==> config.mk <==
export PLATFORM = sky130hd
export DESIGN_NAME = lsu_addr_unit
export DESIGN_NICKNAME = d
export VERILOG_FILES = /design/src/rtl/lsu_pkg.sv /design/src/rtl/lsu_addr_gen.sv /design/src/rtl/lsu_sp_reg.sv /design/src/rtl/lsu_ctrl.sv /design/src/rtl/lsu_addr_unit.sv
export SDC_FILE = /design/constraint.sdc
export NUM_CORES = 1
export LEC_CHECK = 0
export BUFFER_PORTS_ARGS = -buffer_cell sky130_fd_sc_hd__buf_2
export CAP_MARGIN = 20
export CORE_ASPECT_RATIO = 1.75
export CORE_MARGIN = 8
export CORE_UTILIZATION = 60
export CTS_BUF_LIST = sky130_fd_sc_hd__clkbuf_8
export CTS_CLUSTER_SIZE = 25
export DETAILED_ROUTE_END_ITERATION = 10
export GPL_TIMING_DRIVEN = 0
export PLACE_DENSITY = 0.9
export RECOVER_POWER = 50
export SETUP_SLACK_MARGIN = 0.05
export SLEW_MARGIN = 20
export SYNTH_ARGS = -nofsm -noshare
export SYNTH_HDL_FRONTEND = slang
export SYNTH_HIERARCHICAL = 1
export SYNTH_SLANG_ARGS = --single-unit
==> constraint.sdc <==
create_clock -name clk -period 7 [get_ports clk]
set_input_delay 1.4 -clock clk [delete_from_list [all_inputs] [get_ports clk]]
set_output_delay 1.4 -clock clk [all_outputs]
set_load 0.05 [all_outputs]
==> src/rtl/lsu_pkg.sv <==
package lsu_pkg;
  localparam int LSU_AW = 16;
  typedef logic [LSU_AW-1:0] addr_t;

  typedef enum logic [2:0] {
    AM_PLAIN   = 3'd0,
    AM_POSTINC = 3'd1,
    AM_PREDEC  = 3'd2,
    AM_DISP    = 3'd3,
    AM_DIRECT  = 3'd4,
    AM_PUSH    = 3'd5,
    AM_POP     = 3'd6,
    AM_PROG    = 3'd7
  } amode_e;

  typedef enum logic [1:0] {
    PSEL_X    = 2'd0,
    PSEL_Y    = 2'd1,
    PSEL_Z    = 2'd2,
    PSEL_NONE = 2'd3
  } psel_e;

  typedef enum logic [1:0] {
    SPOP_HOLD = 2'd0,
    SPOP_DEC  = 2'd1,
    SPOP_INC  = 2'd2
  } spop_e;

  // modulo-2^16 pointer arithmetic
  function automatic addr_t step_up(input addr_t a);
    return a + addr_t'(1);
  endfunction

  function automatic addr_t step_down(input addr_t a);
    return a - addr_t'(1);
  endfunction

  function automatic addr_t add_offset(input addr_t a, input addr_t q);
    return a + q;
  endfunction
endpackage

==> src/rtl/lsu_addr_gen.sv <==
module lsu_addr_gen
  import lsu_pkg::*;
#(
  parameter int DISP_W   = 6,
  parameter int DATA_CYC = 2,
  parameter int PROG_CYC = 3,
  parameter int CNT_W    = 2
) (
  input  amode_e              mode,
  input  psel_e               sel,
  input  logic                store,
  input  logic [DISP_W-1:0]   disp,
  input  addr_t               abs_addr,
  input  addr_t               ptr_x,
  input  addr_t               ptr_y,
  input  addr_t               ptr_z,
  input  addr_t               sp,
  output addr_t               g_addr,
  output logic                g_mem,
  output logic                g_we,
  output logic                g_prog,
  output logic                g_wb,
  output psel_e               g_wbsel,
  output addr_t               g_wbval,
  output spop_e               g_spop,
  output logic [CNT_W-1:0]    g_len,
  output logic                g_bad
);
  localparam logic [CNT_W-1:0] LEN_DATA = CNT_W'(DATA_CYC);
  localparam logic [CNT_W-1:0] LEN_PROG = CNT_W'(PROG_CYC);
  localparam int PAD_W = LSU_AW - DISP_W;

  addr_t p_cur;
  addr_t q_ext;
  logic  ptr_ok;

  assign q_ext  = {{PAD_W{1'b0}}, disp};
  assign ptr_ok = (sel != PSEL_NONE);

  always_comb begin
    case (sel)
      PSEL_X:  p_cur = ptr_x;
      PSEL_Y:  p_cur = ptr_y;
      PSEL_Z:  p_cur = ptr_z;
      default: p_cur = ptr_x;
    endcase
  end

  always_comb begin
    g_addr  = '0;
    g_mem   = 1'b0;
    g_we    = 1'b0;
    g_prog  = 1'b0;
    g_wb    = 1'b0;
    g_wbsel = sel;
    g_wbval = '0;
    g_spop  = SPOP_HOLD;
    g_len   = LEN_DATA;
    g_bad   = 1'b0;
    case (mode)
      AM_PLAIN: begin
        g_addr = p_cur;
        g_mem  = 1'b1;
        g_we   = store;
        g_bad  = !ptr_ok;
      end
      AM_POSTINC: begin
        g_addr  = p_cur;
        g_mem   = 1'b1;
        g_we    = store;
        g_wb    = 1'b1;
        g_wbval = step_up(p_cur);
        g_bad   = !ptr_ok;
      end
      AM_PREDEC: begin
        g_addr  = step_down(p_cur);
        g_mem   = 1'b1;
        g_we    = store;
        g_wb    = 1'b1;
        g_wbval = step_down(p_cur);
        g_bad   = !ptr_ok;
      end
      AM_DISP: begin
        g_addr = add_offset(p_cur, q_ext);
        g_mem  = 1'b1;
        g_we   = store;
        g_bad  = !ptr_ok || (sel == PSEL_X);
      end
      AM_DIRECT: begin
        g_addr = abs_addr;
        g_mem  = 1'b1;
        g_we   = store;
      end
      AM_PUSH: begin
        g_addr = sp;
        g_mem  = 1'b1;
        g_we   = 1'b1;
        g_spop = SPOP_DEC;
      end
      AM_POP: begin
        g_addr = step_up(sp);
        g_mem  = 1'b1;
        g_spop = SPOP_INC;
      end
      AM_PROG: begin
        g_addr = ptr_z;
        g_prog = 1'b1;
        g_len  = LEN_PROG;
      end
      default: g_bad = 1'b1;
    endcase
    if (g_bad) begin
      g_mem  = 1'b0;
      g_we   = 1'b0;
      g_wb   = 1'b0;
      g_prog = 1'b0;
      g_spop = SPOP_HOLD;
    end
  end
endmodule

==> src/rtl/lsu_sp_reg.sv <==
module lsu_sp_reg
  import lsu_pkg::*;
#(
  parameter addr_t SP_INIT = 16'h0FFF
) (
  input  logic  clk,
  input  logic  rst_n,
  input  logic  sp_dec,
  input  logic  sp_inc,
  output addr_t sp
);
  addr_t sp_q;

  always_ff @(posedge clk or negedge rst_n) begin
    if (!rst_n)      sp_q <= SP_INIT;
    else if (sp_dec) sp_q <= step_down(sp_q);
    else if (sp_inc) sp_q <= step_up(sp_q);
  end

  assign sp = sp_q;

  // the stack pointer only ever moves by one step
  assert_sp_single_step_R8: assert property (@(posedge clk) disable iff (!rst_n)
    !$stable(sp_q) |-> (sp_q == $past(sp_q) + addr_t'(1)) || (sp_q == $past(sp_q) - addr_t'(1)));

  // a move happens only on the cycle after an update strobe
  assert_sp_moves_on_strobe_R8: assert property (@(posedge clk) disable iff (!rst_n)
    !$stable(sp_q) |-> $past(sp_dec || sp_inc));
endmodule

==> src/rtl/lsu_ctrl.sv <==
module lsu_ctrl
  import lsu_pkg::*;
#(
  parameter int CNT_W = 2
) (
  input  logic              clk,
  input  logic              rst_n,
  input  logic              accept,
  input  logic              n_bad,
  input  addr_t             n_addr,
  input  logic              n_mem,
  input  logic              n_we,
  input  logic              n_prog,
  input  logic              n_wb,
  input  psel_e             n_wbsel,
  input  addr_t             n_wbval,
  input  spop_e             n_spop,
  input  logic [CNT_W-1:0]  n_len,
  output logic              busy,
  output logic              done,
  output addr_t             mem_addr,
  output logic              mem_en,
  output logic              mem_we,
  output logic              prog_en,
  output logic              r0_we,
  output logic              wb_en,
  output psel_e             wb_sel,
  output addr_t             wb_val,
  output logic              sp_dec,
  output logic              sp_inc,
  output logic              illegal
);
  logic             busy_q, mem_q, we_q, prog_q, wb_q, bad_q;
  logic [CNT_W-1:0] cnt_q;
  addr_t            addr_q, wbval_q;
  psel_e            wbsel_q;
  spop_e            spop_q;
  logic             start;
  logic             last_cycle;

  assign start      = accept && !n_bad;
  assign last_cycle = busy_q && (cnt_q == '0);

  always_ff @(posedge clk or negedge rst_n) begin
    if (!rst_n) begin
      busy_q  <= 1'b0;
      cnt_q   <= '0;
      mem_q   <= 1'b0;
      we_q    <= 1'b0;
      prog_q  <= 1'b0;
      wb_q    <= 1'b0;
      addr_q  <= '0;
      wbval_q <= '0;
      wbsel_q <= PSEL_X;
      spop_q  <= SPOP_HOLD;
      bad_q   <= 1'b0;
    end else begin
      bad_q <= accept && n_bad;
      if (start) begin
        busy_q  <= 1'b1;
        cnt_q   <= n_len - CNT_W'(1);
        mem_q   <= n_mem;
        we_q    <= n_we;
        prog_q  <= n_prog;
        wb_q    <= n_wb;
        addr_q  <= n_addr;
        wbval_q <= n_wbval;
        wbsel_q <= n_wbsel;
        spop_q  <= n_spop;
      end else if (last_cycle) begin
        busy_q <= 1'b0;
        mem_q  <= 1'b0;
        we_q   <= 1'b0;
        prog_q <= 1'b0;
        wb_q   <= 1'b0;
        spop_q <= SPOP_HOLD;
      end else if (busy_q) begin
        cnt_q <= cnt_q - CNT_W'(1);
      end
    end
  end

  assign busy     = busy_q;
  assign done     = last_cycle;
  assign mem_addr = addr_q;
  assign mem_en   = busy_q && mem_q;
  assign mem_we   = busy_q && we_q;
  assign prog_en  = busy_q && prog_q;
  assign r0_we    = last_cycle && prog_q;
  assign wb_en    = last_cycle && wb_q;
  assign wb_sel   = wbsel_q;
  assign wb_val   = wbval_q;
  assign sp_dec   = last_cycle && (spop_q == SPOP_DEC);
  assign sp_inc   = last_cycle && (spop_q == SPOP_INC);
  assign illegal  = bad_q;

  // a rejected request leaves the unit quiet
  assert_illegal_quiet_R5: assert property (@(posedge clk) disable iff (!rst_n)
    illegal |-> !busy && !mem_en && !wb_en && !prog_en);

  // address and strobes hold while the access runs
  assert_addr_hold_R7: assert property (@(posedge clk) disable iff (!rst_n)
    (busy && !done) |=> $stable(mem_addr) && $stable(mem_we) && busy);

  // a data access finishes on its second busy cycle
  assert_data_two_cycles_R7: assert property (@(posedge clk) disable iff (!rst_n)
    (done && mem_en) |-> $past(busy) && !$past(done));

  // a program read is busy for three cycles and never touches data memory
  assert_prog_three_cycles_R9: assert property (@(posedge clk) disable iff (!rst_n)
    (done && prog_en) |-> $past(busy, 2) && $past(busy));
  assert_prog_no_data_R9: assert property (@(posedge clk) disable iff (!rst_n)
    prog_en |-> !mem_en && !mem_we);

  // nothing is accepted while busy, so busy cannot restart mid-access
  assert_no_overlap_R11: assert property (@(posedge clk) disable iff (!rst_n)
    (busy && !done) |=> !$rose(busy) && $stable(wb_sel));
endmodule

==> src/rtl/lsu_addr_unit.sv <==
module lsu_addr_unit
  import lsu_pkg::*;
#(
  parameter int    DISP_W   = 6,
  parameter int    DATA_CYC = 2,
  parameter int    PROG_CYC = 3,
  parameter addr_t SP_INIT  = 16'h0FFF
) (
  input  logic              clk,
  input  logic              rst_n,
  input  logic              req_valid,
  input  logic [1:0]        req_ptr,
  input  logic [2:0]        req_mode,
  input  logic              req_store,
  input  logic [DISP_W-1:0] req_disp,
  input  logic [15:0]       req_addr,
  input  logic [15:0]       ptr_x,
  input  logic [15:0]       ptr_y,
  input  logic [15:0]       ptr_z,
  output logic              busy,
  output logic              done,
  output logic [15:0]       mem_addr,
  output logic              mem_en,
  output logic              mem_we,
  output logic              prog_en,
  output logic              r0_we,
  output logic              ptr_wb_en,
  output logic [1:0]        ptr_wb_sel,
  output logic [15:0]       ptr_wb_val,
  output logic [15:0]       sp,
  output logic              illegal
);
  localparam int MAX_CYC = (PROG_CYC > DATA_CYC) ? PROG_CYC : DATA_CYC;
  localparam int CNT_W   = $clog2(MAX_CYC + 1);

  addr_t            g_addr, g_wbval, sp_w;
  logic             g_mem, g_we, g_prog, g_wb, g_bad;
  psel_e            g_wbsel, wbsel_w;
  spop_e            g_spop;
  logic [CNT_W-1:0] g_len;
  logic             accept, sp_dec, sp_inc;

  assign accept = req_valid && !busy;

  lsu_addr_gen #(
    .DISP_W  (DISP_W),
    .DATA_CYC(DATA_CYC),
    .PROG_CYC(PROG_CYC),
    .CNT_W   (CNT_W)
  ) u_gen (
    .mode    (amode_e'(req_mode)),
    .sel     (psel_e'(req_ptr)),
    .store   (req_store),
    .disp    (req_disp),
    .abs_addr(req_addr),
    .ptr_x   (ptr_x),
    .ptr_y   (ptr_y),
    .ptr_z   (ptr_z),
    .sp      (sp_w),
    .g_addr  (g_addr),
    .g_mem   (g_mem),
    .g_we    (g_we),
    .g_prog  (g_prog),
    .g_wb    (g_wb),
    .g_wbsel (g_wbsel),
    .g_wbval (g_wbval),
    .g_spop  (g_spop),
    .g_len   (g_len),
    .g_bad   (g_bad)
  );

  lsu_ctrl #(.CNT_W(CNT_W)) u_ctrl (
    .clk     (clk),
    .rst_n   (rst_n),
    .accept  (accept),
    .n_bad   (g_bad),
    .n_addr  (g_addr),
    .n_mem   (g_mem),
    .n_we    (g_we),
    .n_prog  (g_prog),
    .n_wb    (g_wb),
    .n_wbsel (g_wbsel),
    .n_wbval (g_wbval),
    .n_spop  (g_spop),
    .n_len   (g_len),
    .busy    (busy),
    .done    (done),
    .mem_addr(mem_addr),
    .mem_en  (mem_en),
    .mem_we  (mem_we),
    .prog_en (prog_en),
    .r0_we   (r0_we),
    .wb_en   (ptr_wb_en),
    .wb_sel  (wbsel_w),
    .wb_val  (ptr_wb_val),
    .sp_dec  (sp_dec),
    .sp_inc  (sp_inc),
    .illegal (illegal)
  );

  lsu_sp_reg #(.SP_INIT(SP_INIT)) u_sp (
    .clk   (clk),
    .rst_n (rst_n),
    .sp_dec(sp_dec),
    .sp_inc(sp_inc),
    .sp    (sp_w)
  );

  assign ptr_wb_sel = wbsel_w;
  assign sp         = sp_w;

  // program reads never write a pointer back
  assert_prog_keeps_z_R9: assert property (@(posedge clk) disable iff (!rst_n)
    r0_we |-> !ptr_wb_en);

  // stack moves only at the end of a data access
  assert_sp_at_done_R8: assert property (@(posedge clk) disable iff (!rst_n)
    (sp_dec || sp_inc) |-> done && mem_en);
endmodule

# Yosys cells after proc, flatten, opt, wreduce, memory -nomap -nowiden

Cells that the tools add are included.

Add/subtract/negate cells: 7
Equality and inequality tests: 13
Muxes and demuxes: 28
Reduce and logical (&&, ||, !) cells: 27

Operators by type and width:

| cell                                                                  | count |
|---|---|
| 16-bit one-hot mux with 7 select lines                                | 1 |
| 16-bit one-hot mux with 2 select lines                                | 2 |
| 16-bit by 1-bit adder with 16-bit output (second input constant)      | 2 |
| 16-bit two-way mux                                                    | 2 |
| 16-bit by 1-bit subtractor with 16-bit output (second input constant) | 2 |
| 16-bit by 6-bit adder with 16-bit output                              | 1 |
| 1-bit two-way mux                                                     | 14 |
| 3-bit == test (second input constant)                                 | 4 |
| 2-bit two-way mux                                                     | 6 |
| 1-bit logical AND                                                     | 11 |
| 7-bit OR reduction                                                    | 1 |
| 3-bit by 2-bit == test with 1-bit output (second input constant)      | 2 |
| 2-bit nonzero test                                                    | 3 |
| 5-bit OR reduction                                                    | 1 |
| 2-bit by 1-bit == test with 1-bit output (second input constant)      | 2 |
| 2-bit == test (second input constant)                                 | 2 |
| 2-bit zero test                                                       | 2 |
| 1-bit one-hot mux with 2 select lines                                 | 2 |
| 2-bit one-hot mux with 2 select lines                                 | 1 |
| 2-bit OR reduction                                                    | 2 |
| 2-bit by 1-bit subtractor with 2-bit output (second input constant)   | 2 |
| 3-bit by 1-bit == test with 1-bit output (second input constant)      | 1 |
| 1-bit zero test                                                       | 3 |
| 3-bit zero test                                                       | 1 |
| other kinds (5)                                                       | 5 |

Flip-flop bits (word level): 60
Input bits: 79
Output and inout bits: 58
Logic and storage cells: 87

# Depth between registers and ports, before layout

Gate-level depths: netlist of the first run.

Depth after elaboration: 8
Depth in mapped cells: 17
Gate-level depth less buffers: 15

# Cells and area by module

Netlist of the first run, hierarchy kept.

Modules (own cells, without submodules):

| module        | instances | cells an instance | area each (um2) |
|---|---|---|---|
| lsu_addr_gen  | 1         | 482               | 3100.5 |
| lsu_ctrl      | 1         | 194               | 1764.2 |
| lsu_sp_reg    | 1         | 165               | 1378.8 |
| lsu_addr_unit | 1         | 1                 | 13.8 |

# Worst setup path before layout of the first run

OpenSTA, ideal clock, no wires.

Path type: input-to-reg
Start point: in req_ptr[0]
End point: reg u_ctrl.addr_q[14] (netlist: u_ctrl/mem_addr[14])
Setup time: 0.118 ns
Data arrival time: 4.214 ns
Path slack: 2.668 ns
Stages: 17
Path buffers: 2
Cell sequence: inv_1 -> ha_1 -> buf_6 -> buf_2 -> nor2b_1 -> nor2_1 -> ha_1 -> ha_1 -> nand3_1 -> a21boi_0 -> a211oi_2 -> nor3_1 -> xnor2_1 -> nor2_1 -> o32a_1 -> nand2_1 -> nand2_1

Elaborated cells between the ends (all ways): 13

RTL lines:

| what                                                                                                             | line                         | text |
|---|---|---|
| start: declaration                                                                                               | lsu_addr_unit.sv:12          | `input logic [1:0] req_ptr,` |
| 2-bit == test / 2-bit by 1-bit == test with 1-bit output (equally long branches)                                 | lsu_addr_gen.sv:41           | `case (sel)` |
| 16-bit one-hot mux with 2 select lines (*)                                                                       | lsu_addr_gen.sv:41           |  |
| 16-bit by 6-bit adder with 16-bit output / 16-bit by 1-bit subtractor with 16-bit output (equally long branches) | lsu_pkg.sv:39, lsu_pkg.sv:35 |  |
| 16-bit one-hot mux with 7 select lines (*)                                                                       | lsu_addr_gen.sv:60           | `case (mode)` |
| via g_addr[14]                                                                                                   | lsu_addr_unit.sv:36          | `addr_t g_addr, g_wbval, sp_w;` |
| end signal: assignment                                                                                           | lsu_ctrl.sv:66               | `addr_q <= n_addr;` |
| end: declaration                                                                                                 | lsu_ctrl.sv:35               | `addr_t addr_q, wbval_q;` |

Mark *: on every way through the listed nets, which the timed path passes. The rest lies on a longest branch.
A chain may end at the register's enable or synchronous reset.

# Worst setup path in the final report of the first run

Start point: in req_ptr[0]
End point: reg u_ctrl.addr_q[11] (netlist: u_ctrl/mem_addr[11])

The elaborated chain is that of the path after synthesis.

==> summary.txt, run 1 <==
Worst setup path
  • CP required: 7290 ps
  • CP startpoint kind: primary input
  • Crit path arrival time: 5080 ps
  • Maximum net fanout on the critical path: 10
  • R2R Path Start: u_ctrl/busy
  • CP startpoint: req_ptr[0]
  • CP Capture Type: flip-flop
  • Critical path class: primary input to flip-flop

Cells and area
  • Finished Cell Area: 7234 sq um
  • Ratio of cells with drive above 1 in the final layout: 0.2052
  • Post-layout nets: 1096
  • Fillers: 941
  • Area grow syn2layout: 15.62%
  • Layout Cells excl Fill: 1121
  • Ant. Diodes: 0

Clock network
  • Post-CTS Setup Repair Bufs: 0
  • # resized after CTS: 0
  • CTS tree: yes
  • Worst-path clk slew: 70 ps
  • Clock Tree Root: clkbuf_8
  • Hold_buf cts: 0
  • Sink Count: 60
  • Total CTS buffers: 9
  • Worst-Skew Late Latency: 360 ps
  • Clk buf depth: 2
  • CTS H-tree depth: 3

Power
  • Pwr per Cell Area: 315.1 nW/um^2
  • Sequential group share of total power: 0.283
  • Switching pwr: 1.273 mW
  • Combinational share of power: 0.590
  • Sw Share: 0.5585
  • Leakage power: 3.189 nW
  • Peak supply drop: 0.0003214 V
  • Clock share of power: 0.126
  • P_int: 1.006 mW

Outcome
  • Status: finished with violations
  • Failing checks: capacitance limit, slew limit

STA
  • Slew Viols, Final: 61
  • Clock skew: 13.28 ps
  • Hold Vio Cnt, Final: 0
  • Final setup fails: 0
  • Slew of the pin with the lowest slew margin: 3195 ps
  • Final setup TNS: 0 ps
  • Final worst path period share: 0.6837
  • Fmax: 0.2089 GHz
  • Rel. slew slack: -1.130
  • RSZ-0062 raised after global routing: false
  • Post-layout min period: 4786 ps

GRT
  • Global-route wire length before repair: 35.43 mm
  • Total gr overflow: 0
  • GR Util All Layers: 0.3240
  • Vias in the first global route: 7008
  • Largest net degree at the start of global routing: 61
  • Initial antenna violation count: 0

Synth
  • Post-synth EDFFs: 0
  • Area leader, netlist: dfrtp_1
  • Cells after Synth: 842
  • Yosys top cell area share: 0.1920
  • Post-synth top flop: dfrtp_1
  • Sequential area share after synthesis: 0.2424
  • Top post-synthesis cells by area: dfrtp_1 19%, nand2_1 11%, xnor2_1 5.6%
  • Post-Syn Area: 6257 sq um
  • FF+latch count, synth: 60
  • Post-synthesis area per instance: 7.431 sq um
  • Asr flop ratio synth: 1.000
  • Yosys cell types: 86
  • Synth Warn #: 6
  • Syn Nets: 949

Floorplanning
  • # IOs: 137
  • Die Wd: 93.20 um
  • Die height: 151.1 um
  • Starting Density: 0.6111
  • # rows: 49
  • Core area: 10240 sq um
  • Die Area: 14080 sq um

Place
  • Port Buf Inserts: 136
  • Dpl hpwl: 17.72 mm
  • Post-DP Area: 7099 sq um
  • Cell count after placement: 1105
  • Routability cong.: 1.002

Drt
  • Drt wl/cell: 20.17 um
  • Via count: 7066
  • Antenna Violating Nets Remaining: 0
  • DRC Markers: 0
  • Vias/cell: 6.303
  • Top sig layer: met4
  • Initial DRC Count: 604
  • WL final: 22.61 mm
  • DRT Pass-1 Iters: 6
  • Met2 routed WL: 11.44 mm
  • Wire length on met1: 7.787 mm
  • Routed wl met3: 1.754 mm

Worst hold path
  • Min-delay src: u_ctrl/wb_val[7]
  • HP Class: flip-flop to flip-flop

Flow run
  • MaxCap Viol Count: 1
critical path, cell delays in order:
cell      delay, ps
buf_2           150
inv_1            60
ha_1            300
buf_6           150
buf_2           200
a221oi_2        320
nor2_1          270
ha_1            300
o211ai_1        180
nand2_1          70
a211o_1         370
o41ai_2         620
or3_1           190
nand3_1          70
a32oi_1         260
nand2_1          70
nand2_1          60
area by class of cell:
class | count | area [sq um] | share of cell area
multi-input combinational | 705 | 4370 | 0.6041
sequential | 60 | 1516 | 0.2096
tap | 127 | 158.9 | 0.02196
inverter | 28 | 105.1 | 0.01453
buffer | 49 | 265.3 | 0.03667
clock buffer | 9 | 123.9 | 0.01712
clock inverter | 7 | 51.30 | 0.007091
timing repair buffer | 136 | 643.1 | 0.08890
power groups by stage:
stage                     Combinational [mW]  Sequential, mW  Clock, mW
after global placement                  1.33           0.643          0
after CTS                               1.35           0.642      0.292
after global routing                    1.44           0.671      0.304
after detailed placement                1.34           0.648          0
after floorplan                        0.620            1.03          0
final                                   1.35           0.646      0.288
synthesized netlist by cell type (13+ instances only):
library cell,count
ha_1,27
nor3_1,16
dfrtp_1,48
xnor2_1,40
nor2_1,64
o21ai_0,46
inv_1,25
o22ai_1,18
xor2_1,14
nand3_1,24
nand2_1,181
a21oi_1,57
nand4_1,13
clkbuf_1,20
worst paths after layout:
path,endpoint,slack [ps],cells past startpoint
max in group asynchronous,u_ctrl/wb_val[4],3100,1
worst max-delay path,u_ctrl/mem_addr[11],2210,17
min in group asynchronous,u_ctrl/illegal,2100,1
worst min register to register,u_ctrl/wb_val[7],470,2
worst max register to register,u_sp/sp[12],3510,9
worst min-delay path,u_ctrl/wb_val[7],470,2
metrics by stage:
stage          power (mW)  hold slack, ps  worst slack (ps)  utilization
4_1_cts             2.284           474.6              2296       0.7105
3_5_place_dp        1.993           456.8              1938       0.6934
6_report            2.279           473.4              2214       0.7066
2_1_floorplan       1.648           487.5              2668            -
5_1_grt             2.416           498.3              1988       0.7066
3_3_place_gp        1.971           451.6              1975       0.6931
layer usage:
metal / global-route usage / vias up
met1: 0.3283 / 3191
met5: 0 / -
li1: - / 3305
met4: 0.2587 / 0
met3: 0.07146 / 118
met2: 0.5600 / 452
cells in the final DEF, fill, tap and decap left out, types with 7 or more instances in the layout:
cell type	instances
nand2_1	181
buf_2	117
nor2_1	64
a21oi_1	57
clkbuf_1	50
dfrtp_1	48
o21ai_0	46
xnor2_1	40
ha_1	27
inv_1	25
nand3_1	24
o22ai_1	18
nor3_1	16
xor2_1	14
nand4_1	13
dfstp_2	12
nor2b_1	11
o21ai_1	11
o21a_1	10
clkbuf_8	9
nand2b_1	8
buf_4	8
a22oi_1	8
o211ai_1	8
a22o_1	8
a221oi_1	7
a31oi_1	7
a222oi_1	7
sequential cells by signal (all words and copies together), names as in the netlist:
| signal | cells |
|---|---|
| u_ctrl/busy | 1 |
| u_ctrl/cnt_q | 2 |
| u_ctrl/illegal | 1 |
| u_ctrl/mem_addr | 16 |
| u_ctrl/mem_q | 1 |
| u_ctrl/prog_q | 1 |
| u_ctrl/spop_q | 2 |
| u_ctrl/wb_q | 1 |
| u_ctrl/wb_sel | 2 |
| u_ctrl/wb_val | 16 |
| u_ctrl/we_q | 1 |
| u_sp/sp | 16 |
cell families (layout without fill, tap and decap cells):
group	Yosys count	after routing	synth area share
buf+inv	77	229	0.05919
mux	5	5	0.007999
flops	60	60	0.2424
simple gates	379	379	0.2905
fa+ha+maj	28	28	0.05719
compound gates	238	238	0.2665
other cells	1	1	0.0005993
xor+xnor	54	54	0.07559
No activity file was read; power rests on OpenSTA's default activity.
==> run 2, diff against run 1 <==
CORE_UTILIZATION = 52   (was 60)
PLACE_DENSITY = 0.83   (was 0.9)
clock period = 4.3 ns   (was 7 ns; I/O delays follow)
==> summary.txt, run 2 (synthesis gave the netlist of run 1 again) <==
Outcome
  • Status: finished with violations
  • Failing checks: capacitance limit, slew limit

Cells and area
  • Fillers: 1139
  • Final core utilization: 0.6192
  • Post-layout nets: 1097
  • Finished Cell Area: 7350 sq um
  • Ratio of cells with drive above 1 in the final layout: 0.2111
  • Multi-input logic area: 4418 sq um
  • Area grow syn2layout: 17.46%
  • Most frequent cells in the layout: 181 x nand2_1, 117 x buf_2, 63 x nor2_1
  • Commonest non-fill, non-tap cell in the layout: nand2_1
  • Ant. Diodes: 0
  • Reg area: 1516 sq um

Drt
  • DRC Markers: 0
  • Vias/cell: 6.150
  • Antenna Violating Nets Remaining: 0
  • DRT Pass-1 Iters: 5
  • Drt wl/cell: 20.42 um
  • WL final: 23.12 mm
  • Via count: 6962
  • Initial DRC Count: 424

STA
  • Rel. slew slack: -1.078
  • Final worst path period share: 0.9607
  • Worst setup margin: 169.0 ps
  • RSZ-0062 raised after global routing: false
  • Clock skew: 11.80 ps
  • Post-layout min period: 4131 ps
  • Final setup TNS: 0 ps
  • Fmax: 0.2421 GHz
  • Hold Vio Cnt, Final: 0
  • Slew of the pin with the lowest slew margin: 3117 ps
  • Slew Viols, Final: 61
  • Final setup fails: 0

GRT
  • Largest net degree at the start of global routing: 61
  • Total gr overflow: 0
  • GR Util All Layers: 0.2887
  • Global-route wire length before repair: 35.94 mm
  • Initial antenna violation count: 0
  • Vias in the first global route: 6975

Place
  • Routability cong.: 0.9804
  • Port Buf Inserts: 136
  • Dpl hpwl: 18.74 mm
  • Post-DP Area: 7112 sq um
  • Dpl ws: -270.8 ps

Worst setup path
  • R2r endpoint: u_sp/sp[12]
  • CP required: 4550 ps
  • CP startpoint kind: primary input
  • Critical path class: primary input to flip-flop
  • Worst reg2reg path depth: 9
  • Crit path arrival time: 4380 ps
  • Maximum net fanout on the critical path: 10
  • CP Capture Type: flip-flop
  • R2R Path Start: u_ctrl/busy
  • Reg2reg setup slack: 780 ps

Worst hold path
  • Hold path cells: 2
  • Min-delay src: u_ctrl/wb_val[6]
  • HP Class: flip-flop to flip-flop
  • Hold endpoint: u_ctrl/wb_val[6]

Clock network
  • Clock Tree Root: clkbuf_8
  • Total CTS buffers: 9
  • CTS tree: yes
  • Worst-Skew Late Latency: 350 ps
  • Clk buf depth: 2
  • CTS H-tree depth: 3
  • Hold_buf cts: 0
  • Worst-path clk slew: 80 ps
  • Sink Count: 60

Power
  • Pwr per Cell Area: 524.0 nW/um^2
  • Peak supply drop: 0.0003637 V
  • Total power: 3.851 mW
  • Leakage power: 3.224 nW

Floorplanning
  • # IOs: 137
  • Die Wd: 98.92 um
  • Core area: 11870 sq um
  • Die height: 161.1 um
  • # rows: 53
  • Starting Density: 0.5271
  • Die Area: 15940 sq um

Flow run
  • MaxCap Viol Count: 1
==> run 2: cell types whose count changed in the layout (fill, tap and decap cells not counted), moves of 2 or more <==
cell       delta
nor2b_2       +2
nor2b_1       -2
bufinv_16     +2
a221oi_4      +2
a221oi_2      -2
==> run 2: how the worst max path moves through the flow <==
| stage | startpoint | endpoint | slack, ps | cells after the start |
|---|---|---|---|---|
| CTS | req_ptr[0] | u_ctrl/mem_addr[11] | 120 | 17 |
| global route | req_ptr[0] | u_ctrl/mem_addr[13] | 70 | 17 |
| finish | req_ptr[0] | u_ctrl/mem_addr[13] | 170 | 17 |
| floorplan | req_ptr[0] | u_ctrl/mem_addr[14] | 510 | 17 |
| detailed placement | req_ptr[0] | u_ctrl/mem_addr[11] | -270 | 17 |
| global placement | req_ptr[0] | u_ctrl/mem_addr[14] | -230 | 18 |
==> run 2: power by group <==
part	internal, mW	total [mW]	switching, mW
clock network	0.329	0.584	0.255
registers	0.814	1.05	0.240
logic	0.622	2.21	1.59
total	1.76	3.85	2.09
==> run 2: cell type report <==
type / count / share of cell area
flip-flops and latches: 60 / 0.2063
well taps: 137 / 0.02332
inverters: 28 / 0.01430
clock inverters: 7 / 0.01345
clock buffers: 9 / 0.01685
repair buffers: 137 / 0.08853
multi-input cells: 705 / 0.6011
plain buffers: 49 / 0.03609
==> run 2: metrics by stage <==
step	instances	hold slack, ps
final	1132	468.9
after global routing	1132	497.8
after CTS	1131	473.4
after detailed placement	1115	456.4
after global placement	1115	452.7
after floorplan	842	487.5
==> run 2: worst max-delay path, stage by stage <==
cell and delay, ps:
buf_2 140, inv_1 60, ha_1 300, buf_6 150
buf_6 160, and2b_1 220, nor2_2 350, ha_1 370
o21ai_0 110, nor3_1 70, a211o_1 380, o41a_1 510
a21oi_1 290, a21oi_1 120, o21a_1 190, nand2_1 60
nand2_1 50
==> run 2: per-layer routing <==
| metal | wire length, um | GRT usage | up-vias | share of wire |
|---|---|---|---|---|
| met2 | 11930 | 0.5238 | 348 | 0.52 |
| met4 | 1847 | 0.2242 | 0 | 0.080 |
| met3 | 1415 | 0.05086 | 102 | 0.061 |
| met5 | 0 | 0 | - | 0 |
| li1 | - | - | 3306 | - |
| met1 | 7921 | 0.2806 | 3206 | 0.34 |
==> run 2: what timing repair did <==
| action | 4_1_cts | 5_1_grt |
|---|---|---|
| setup endpoints to repair | 0 | 7 |
| gates resized for setup | 0 | 8 |
| setup buffers | 0 | 1 |
==> run 3, diff against run 2 <==
ABC_AREA = 1   (was default)
==> summary.txt, run 3 <==
Cells and area
  • Layout Cells excl Fill: 1313
  • Finished Cell Area: 7336 sq um
  • Area grow syn2layout: 17.14%
  • Reg area: 1516 sq um
  • Most frequent cells in the layout: 385 x nand2_1, 122 x inv_1, 109 x buf_2
  • Commonest non-fill, non-tap cell in the layout: nand2_1
  • Ratio of cells with drive above 1 in the final layout: 0.1840
  • Post-layout nets: 1276
  • Fillers: 1202
  • Multi-input logic area: 4041 sq um

Drt
  • Drt wl/cell: 17.00 um
  • Vias/cell: 5.609
  • DRC Markers: 0
  • Initial DRC Count: 399
  • WL final: 22.32 mm
  • Antenna Violating Nets Remaining: 0
  • DRT Pass-1 Iters: 5
  • Via count: 7365

STA
  • Clock skew: 13.03 ps
  • Slew of the pin with the lowest slew margin: 784.6 ps
  • Slew Viols, Final: 0
  • RSZ-0062 raised after global routing: false
  • Rel. slew slack: 0.4770
  • Post-layout min period: 3480 ps
  • Final worst path period share: 0.8092
  • Final setup TNS: 0 ps
  • Fin Hold WS: 477.0 ps
  • Hold Vio Cnt, Final: 0
  • Final setup fails: 0
  • Fmax: 0.2874 GHz

Floorplanning
  • Core area: 11870 sq um
  • Die height: 161.2 um
  • # rows: 53
  • # IOs: 137
  • Die Area: 15950 sq um
  • Starting Density: 0.5276
  • Die Wd: 98.96 um

Power
  • Sequential group share of total power: 0.282
  • Combinational share of power: 0.530
  • Peak supply drop: 0.0002651 V
  • Switching pwr: 1.721 mW
  • P_int: 1.574 mW
  • Sw Share: 0.5223
  • Pwr per Cell Area: 449.1 nW/um^2
  • Total power: 3.295 mW
  • Leakage power: 3.960 nW
  • Clock share of power: 0.188

Clock network
  • Clk buf depth: 2
  • Post-CTS Setup Repair Bufs: 0
  • Clock Tree Root: clkbuf_8
  • CTS H-tree depth: 3
  • # resized after CTS: 0
  • Worst-Skew Late Latency: 360 ps
  • Hold_buf cts: 0
  • Worst-path clk slew: 70 ps
  • CTS tree: yes
  • Total CTS buffers: 9
  • Sink Count: 60

Synth
  • Post-synth top cells: 385 x nand2_1, 121 x inv_1, 104 x nand3_1, 68 x nor2_1, 48 x dfrtp_1
  • FF+latch count, synth: 60
  • Sequential area share after synthesis: 0.2422
  • Post-synthesis adder-cell area fraction: 0.05714
  • Dominant cell by count in the synthesized netlist: nand2_1
  • Cells after Synth: 1022
  • Post-Synth XOR/XNOR Area: 0.01538
  • Yosys cell types: 47
  • Compound-Gate Fraction of Synth Area: 0.1293
  • Simple-gate share of the synthesized area: 0.4414
  • Synth Warn #: 6
  • Post-synthesis mux area share: 0
  • Post-synth EDFFs: 0
  • Largest family of logic cells by synthesized area: simple AND/OR/NAND/NOR gates
  • Yosys top cell area share: 0.2308
  • Syn Nets: 1129
  • Asr flop ratio synth: 1.000
  • Post-synthesis area per instance: 6.127 sq um
  • Post-Syn Area: 6262 sq um
  • Area leader, netlist: nand2_1
  • Post-synth top flop: dfrtp_1
  • Top post-synthesis cells by area: nand2_1 23%, dfrtp_1 19%, nand3_1 8.3%

Outcome
  • Status: finished clean

Place
  • Routability cong.: 0.9810
  • Port Buf Inserts: 135
  • Post-DP Area: 7124 sq um
  • Cell count after placement: 1295
  • Dpl hpwl: 17.96 mm

GRT
  • Grt peak-use layer: met2
  • Vias in the first global route: 7351
  • GR Util met3: 0.06767
  • Largest net degree at the start of global routing: 61
  • Global-route wire length before repair: 35.36 mm
  • Met1 Use GR: 0.2602
  • Initial antenna violation count: 0
  • Total gr overflow: 0
  • GR Util All Layers: 0.2814
  • GRT met2 Usage: 0.5099

Worst setup path
  • Crit path arrival time: 3730 ps
  • Maximum net fanout on the critical path: 10
  • Critical path class: primary input to flip-flop
  • CP startpoint kind: primary input
  • CP Capture Type: flip-flop
  • CP required: 4550 ps

Flow run
  • MaxCap Viol Count: 0

Worst hold path
  • HP Class: flip-flop to flip-flop
==> run 3: cell types whose count changed in the layout (fill, tap and decap cells not counted), moves of 8 or more <==
cell,before,now
xor2_1,14,5
buf_2,117,109
nand2b_1,8,0
xnor2_1,40,6
nand2_1,181,385
nor2b_1,9,0
nand2_2,0,10
o22ai_1,18,0
inv_1,24,122
a21oi_1,57,27
nand3_1,24,104
o21a_1,10,0
clkbuf_1,50,38
==> run 3: routing by layer <==
| layer | vias to the layer above | wire length [um] |
|---|---|---|
| li1 | 3615 | - |
| met1 | 3352 | 7545 |
| met2 | 300 | 11610 |
| met3 | 98 | 1627 |
| met4 | 0 | 1541 |
| met5 | - | 0 |
==> run 3: area by class of cell <==
| type | instances | share of cell area |
|---|---|---|
| clock inverters | 4 | 0.009893 |
| inverters | 133 | 0.06805 |
| flip-flops and latches | 60 | 0.2067 |
| plain buffers | 30 | 0.02934 |
| clock buffers | 12 | 0.02251 |
| diodes | 2 | 0.0006822 |
| repair buffers | 136 | 0.08852 |
| multi-input cells | 799 | 0.5509 |
| well taps | 137 | 0.02337 |
==> run 3: worst paths after layout <==
kind,cells after the start,slack (ps),to,start
setup / recovery,16,820,u_ctrl/mem_addr[10],req_ptr[0]
hold / removal,2,480,u_ctrl/wb_val[9],u_ctrl/wb_val[9]
setup reg to reg,13,1610,u_sp/sp[13],u_ctrl/cnt_q[1]
hold reg to reg,2,480,u_ctrl/wb_val[9],u_ctrl/wb_val[9]
max in group asynchronous,1,3190,u_ctrl/wb_val[9],rst_n
min in group asynchronous,1,570,u_ctrl/busy,rst_n
==> run 3: power by group through the flow <==
stage               combinational (mW)  sequential (mW)  clock [mW]
floorplan                        0.781             1.45           0
global placement                  1.74            0.927           0
detailed placement                1.77            0.933           0
CTS                               1.77            0.926       0.628
global route                      1.89            0.961       0.647
finish                            1.75            0.928       0.619
==> run 3: metrics by stage <==
step | setup WS [ps] | utilization
after floorplan | 985.8 | -
after global placement | 565.0 | 0.5989
after detailed placement | 547.2 | 0.6002
after CTS | 921.9 | 0.6202
after global routing | 559.4 | 0.6176
final | 820.5 | 0.6180
==> run 3: critical path, cell delays in order <==
cell and delay [ps]:
buf_2 120, inv_1 50, ha_1 330, inv_2 110
buf_6 190, nand3_1 110, o21ai_2 130, clkinv_1 280
ha_1 420, nand2_1 100, o211ai_2 430, nand3_1 190
nand3_1 160, nand4_1 100, nand2_1 70, nand2_1 40
==> run 3: logic make-up after synthesis <==
group,Yosys count
xor gates and xnor gates,11
AOI/OAI and AO/OA,124
buffers and inverters,163
and+or+nand+nor,635
DFF,60
adders and majority gates,28
other,1
